`src/rtl/lockstep_pkg.sv`:
```
package lockstep_pkg;
  typedef enum logic [1:0] {
    ODD_NONE = 2'd0,
    ODD_A    = 2'd1,
    ODD_B    = 2'd2,
    ODD_C    = 2'd3
  } odd_e;

  localparam int unsigned NUM_LANES = 3;
endpackage

```
`src/rtl/lockstep_cmp.sv`:
```
module lockstep_cmp
  import lockstep_pkg::*;
#(
  parameter int unsigned LANE_W = 33
) (
  input  logic [NUM_LANES-1:0][LANE_W-1:0] lane_i,
  output logic                             agree_o,
  output logic                             any_vld_o,
  output odd_e                             odd_o
);
  localparam int unsigned NUM_PAIRS = 3;

  // pair 0: A/B, pair 1: A/C, pair 2: B/C
  logic [NUM_PAIRS-1:0] eq;

  for (genvar p = 0; p < NUM_PAIRS; p++) begin : g_pair
    localparam int unsigned LO = (p == 2) ? 1 : 0;
    localparam int unsigned HI = (p == 0) ? 1 : 2;
    assign eq[p] = (lane_i[LO] == lane_i[HI]);
  end

  always_comb begin
    agree_o   = eq[0] & eq[1];
    any_vld_o = lane_i[0][LANE_W-1];
    if (eq[0])      odd_o = ODD_C;
    else if (eq[1]) odd_o = ODD_B;
    else if (eq[2]) odd_o = ODD_A;
    else            odd_o = ODD_NONE;
  end
endmodule

```
`src/rtl/lockstep_fault.sv`:
```
module lockstep_fault
  import lockstep_pkg::*;
(
  input  logic clk_i,
  input  logic rst_ni,
  input  logic clr_i,
  input  logic mismatch_i,
  input  odd_e odd_i,
  output logic fault_o,
  output logic halt_o,
  output odd_e odd_o
);
  logic fault_d, fault_q;
  logic halt_d, halt_q;
  odd_e odd_d, odd_q;
  logic odd_en;

  always_comb begin
    fault_d = fault_q;
    halt_d  = halt_q;
    odd_d   = odd_q;
    odd_en  = 1'b0;
    if (clr_i) begin
      fault_d = 1'b0;
      halt_d  = 1'b0;
      odd_d   = ODD_NONE;
      odd_en  = 1'b1;
    end else if (!fault_q && mismatch_i) begin
      fault_d = 1'b1;
      halt_d  = 1'b1;
      odd_d   = odd_i;
      odd_en  = 1'b1;
    end
  end

  always_ff @(posedge clk_i or negedge rst_ni) begin
    if (!rst_ni) begin
      fault_q <= 1'b0;
      halt_q  <= 1'b0;
    end else begin
      fault_q <= fault_d;
      halt_q  <= halt_d;
    end
  end

  always_ff @(posedge clk_i or negedge rst_ni) begin
    if (!rst_ni)     odd_q <= ODD_NONE;
    else if (odd_en) odd_q <= odd_d;
  end

  assign fault_o = fault_q;
  assign halt_o  = halt_q;
  assign odd_o   = odd_q;
endmodule

```
`src/rtl/lockstep_outreg.sv`:
```
module lockstep_outreg #(
  parameter int unsigned DATA_W = 32
) (
  input  logic              clk_i,
  input  logic              rst_ni,
  input  logic              take_i,
  input  logic [DATA_W-1:0] data_i,
  output logic [DATA_W-1:0] data_o,
  output logic              vld_o
);
  logic [DATA_W-1:0] data_q;
  logic              vld_d, vld_q;
  logic              data_en;

  always_comb begin
    data_en = take_i;
    vld_d   = take_i;
  end

  always_ff @(posedge clk_i or negedge rst_ni) begin
    if (!rst_ni)      data_q <= '0;
    else if (data_en) data_q <= data_i;
  end

  always_ff @(posedge clk_i or negedge rst_ni) begin
    if (!rst_ni) vld_q <= 1'b0;
    else         vld_q <= vld_d;
  end

  assign data_o = data_q;
  assign vld_o  = vld_q;
endmodule

```
`src/rtl/lockstep_guard.sv`:
```
module lockstep_guard
  import lockstep_pkg::*;
#(
  parameter int unsigned DATA_W = 32
) (
  input  logic              clk_i,
  input  logic              rst_ni,
  input  logic              clr_i,
  input  logic [DATA_W-1:0] a_data_i,
  input  logic              a_vld_i,
  input  logic [DATA_W-1:0] b_data_i,
  input  logic              b_vld_i,
  input  logic [DATA_W-1:0] c_data_i,
  input  logic              c_vld_i,
  output logic [DATA_W-1:0] out_data_o,
  output logic              out_vld_o,
  output logic              fault_o,
  output logic              halt_o,
  output logic [1:0]        odd_id_o
);
  localparam int unsigned LANE_W = DATA_W + 1;

  logic [NUM_LANES-1:0][LANE_W-1:0] lanes;
  logic agree, any_vld, take, fault;
  odd_e odd_now, odd_held;

  assign lanes[0] = {a_vld_i, a_data_i};
  assign lanes[1] = {b_vld_i, b_data_i};
  assign lanes[2] = {c_vld_i, c_data_i};

  lockstep_cmp #(.LANE_W(LANE_W)) i_cmp (
    .lane_i   (lanes),
    .agree_o  (agree),
    .any_vld_o(any_vld),
    .odd_o    (odd_now)
  );

  lockstep_fault i_fault (
    .clk_i     (clk_i),
    .rst_ni    (rst_ni),
    .clr_i     (clr_i),
    .mismatch_i(!agree),
    .odd_i     (odd_now),
    .fault_o   (fault),
    .halt_o    (halt_o),
    .odd_o     (odd_held)
  );

  assign take = agree & any_vld & ~fault & ~clr_i;

  lockstep_outreg #(.DATA_W(DATA_W)) i_out (
    .clk_i (clk_i),
    .rst_ni(rst_ni),
    .take_i(take),
    .data_i(a_data_i),
    .data_o(out_data_o),
    .vld_o (out_vld_o)
  );

  assign fault_o  = fault;
  assign odd_id_o = odd_held;
endmodule

```
`config.mk`:
```
export PLATFORM = sky130hd
export DESIGN_NAME = lockstep_guard
export DESIGN_NICKNAME = d
export VERILOG_FILES = /design/src/rtl/lockstep_pkg.sv /design/src/rtl/lockstep_cmp.sv /design/src/rtl/lockstep_fault.sv /design/src/rtl/lockstep_outreg.sv /design/src/rtl/lockstep_guard.sv
export SDC_FILE = /design/constraint.sdc
export NUM_CORES = 1
export LEC_CHECK = 0
export BUFFER_PORTS_ARGS = -buffer_cell sky130_fd_sc_hd__buf_2
export CORE_ASPECT_RATIO = 0.9
export CORE_MARGIN = 1.5
export CORE_UTILIZATION = 50
export CTS_BUF_LIST = sky130_fd_sc_hd__clkbuf_8
export DETAILED_ROUTE_END_ITERATION = 10
export HOLD_SLACK_MARGIN = 0.12
export MAX_ROUTING_LAYER = met4
export PLACE_DENSITY = 0.88
export SETUP_SLACK_MARGIN = 0.5
export SYNTH_ARGS = -nofsm -noshare
export SYNTH_HDL_FRONTEND = slang
export SYNTH_SLANG_ARGS = --single-unit
```
`constraint.sdc`:
```
create_clock -name clk_i -period 3.3 [get_ports clk_i]
set_input_delay 0.66 -clock clk_i [delete_from_list [all_inputs] [get_ports clk_i]]
set_output_delay 0.66 -clock clk_i [all_outputs]
set_load 0.005 [all_outputs]
```
==> impl_metrics.toml <==
[status]
outcome = "finished clean"

[grt]
grt_max_degree = 37
grt_overflow = 0
grt_pass1_vias = 2279
antenna_found_initial = 0
grt_usage_pct = 26.9
grt_first_pass_wirelength_um = 11100

[drt]
wirelength_um = 7310
via_count = 2217
drtIter0Drc = 78
wl_per_cell_um = 17.2
drt_pass1_iterations = 5
avgViaCountPerCell = 5.20
post-route-drc-count = 0
postRouteAntennaNets = 0

[setup_path]
r2r_start = "i_fault.fault_o"
path_max_fanout = 16
path_class = "in2reg"
worstSetupStartpoint = "a_data_i[11]"
cp-start-kind = "input port"
arrival_ns = 2.76
critPathCaptureType = "flip-flop"
required_ns = 3.47

[timing]
max_freq_mhz = 386
period_share_pct = 78.5
setup-violations-final = 0
fin_ws_ns = 0.708
slew_headroom_pct = 46.7
period_needed_ns = 2.59
worst_clock_skew_ns = 0.00238
final_hold_viol_count = 0
maxSlewViolCount = 0
tns_ns = 0
rsz0062_at_grt = "false"
worstMarginPinSlew_ns = 0.799

[worst_hold_path]
hold_path.class = "in2async"

[die]
core_um2 = 4950
dieArea_um2 = 5690
start_util_pct = 53.0
rows = 24
io_pins = 139
dieWidth_um = 79.4
die_h_um = 71.7

[layout]
antenna-diode-count = 0
area_growth_pct = 30.5
layout-drive-gt1-share_pct = 50.4
mostFrequentLayoutCell = "buf_2"
final_cell_mix = "buf_2, xor2_1, dfrtp_1"
nNetsFinal = 462

[flow_run]
drv_cap = 0

[pwr]
power.density_nw_per_um2 = 291
power_leakage_nw = 1.82
ir_drop_mv = 0.216

[clock_network]
cts_root_buf = "clkbuf_8"
cts_sinks = 36
cts_buffers = 5
postCtsHoldBufs = 0
cts_max_path_buffers = 2
clock_latency_ns = 0.28
post_cts_resized = 0
path_clk_slew_ns = 0.07
post_cts_buffers = 0
htreeDepth = 2
cts_tree = "yes"

[yosys]
synth_cells = 218
ys_ff_latch = 36
synth_nets = 320
netlist_area_um2 = 2630
yosys_warnings = 0
ys_types = 27
syn_area_per_cell_um2 = 12.0
yosysSeqAreaShare_pct = 34.3

[placed_design]
place_congestion = 0.850
io_buffer_count = 138
post-dp-hpwl_um = 6080
dp_slack_ns = 0.381
==> power by group <==
| group | switching [mW] | internal, mW | leakage, nW |
|---|---|---|---|
| Combinational | 0.130 | 0.108 | 1.26 |
| Clock | 0.152 | 0.164 | 0.0538 |
| Sequential | 0.00181 | 0.442 | 0.500 |
==> registers in the layout (all words and copies together) (netlist names) <==
register / flops
i_out.data_o: 32
i_fault.fault_o: 1
i_fault.odd_o: 2
i_out.vld_o: 1
==> cell families (layout without fill, tap and decap cells) <==
kind of cell / Yosys count / after routing / synth area share [%]
xor gates and xnor gates: 99 / 99 / 33.0
and+or+nand+nor: 39 / 39 / 9.68
DFF: 36 / 36 / 34.3
muxes: 32 / 32 / 18.0
AOI/OAI and AO/OA: 6 / 6 / 1.81
buffers and inverters: 6 / 149 / 3.15
==> worst max-delay path, stage by stage <==
cell and delay (ns):
buf_2 0.13, xor2_1 0.17, nor4_1 0.37, nand4_1 0.16, nor3_2 0.31, and4b_2 0.28, buf_4 0.30, mux2_2 0.38
==> cell type report <==
class	instances	area (µm²)
clock buffer	6	82.6
clock inverter	2	7.51
fill	401	1530
inverter	1	3.75
multi-input combinational	176	1640
sequential	36	901
tap	65	81.3
timing repair buffer	140	706
==> path summary, 6_finish.rpt <==
| check | to | slack (ns) | cells past startpoint |
|---|---|---|---|
| min in group clk_i | i_out.data_o[30] | 0.50 | 1 |
| hold reg to reg | i_out.data_o[30] | 0.50 | 1 |
| setup reg to reg | i_out.data_o[13] | 1.71 | 3 |
| setup / recovery | i_out.data_o[13] | 0.71 | 8 |
| max in group asynchronous | i_fault.odd_o[0] | 2.34 | 1 |
| hold / removal | i_out.data_o[5] | 0.46 | 1 |
==> through the flow <==
step	utilization [%]	std cells	area (µm²)	hold WS, ns	power [mW]
floorplan	-	218	2630	0.364	0.548
global placement	67.3	418	3330	0.488	0.684
detailed placement	67.3	418	3330	0.488	0.688
CTS	69.1	426	3420	0.483	1.00
global route	69.1	426	3420	0.523	1.04
finish	69.1	426	3420	0.459	0.998
==> per-layer routing <==
metal | up-vias | GRT usage (%) | routed length, µm
met5 | - | - | 0
met4 | 0 | 4.29 | 36
met3 | 4 | 6.37 | 599
met2 | 110 | 44.4 | 3530
met1 | 1056 | 34.3 | 3150
li1 | 1047 | - | -
==> cell usage after synthesis (all sizes together) <==
library cell   n  area share, %
a41oi          1           0.33
xnor2         18            6.0
a21oi          1           0.19
mux2          32             18
buf            5            3.0
or3            1           0.29
nor4          20            4.8
dfrtp         36             34
and4b          1           0.38
nor4b          1           0.33
nand2          1           0.14
nor2           1           0.14
o21a           1           0.29
o211ai         1           0.29
nor3           3            1.2
nor2b          1           0.24
nand4          6            1.4
o41ai          1           0.33
o211a          1           0.38
nand3          4           0.76
xor2          81             27
inv            1           0.14
(Power assumes the default switching activity.)
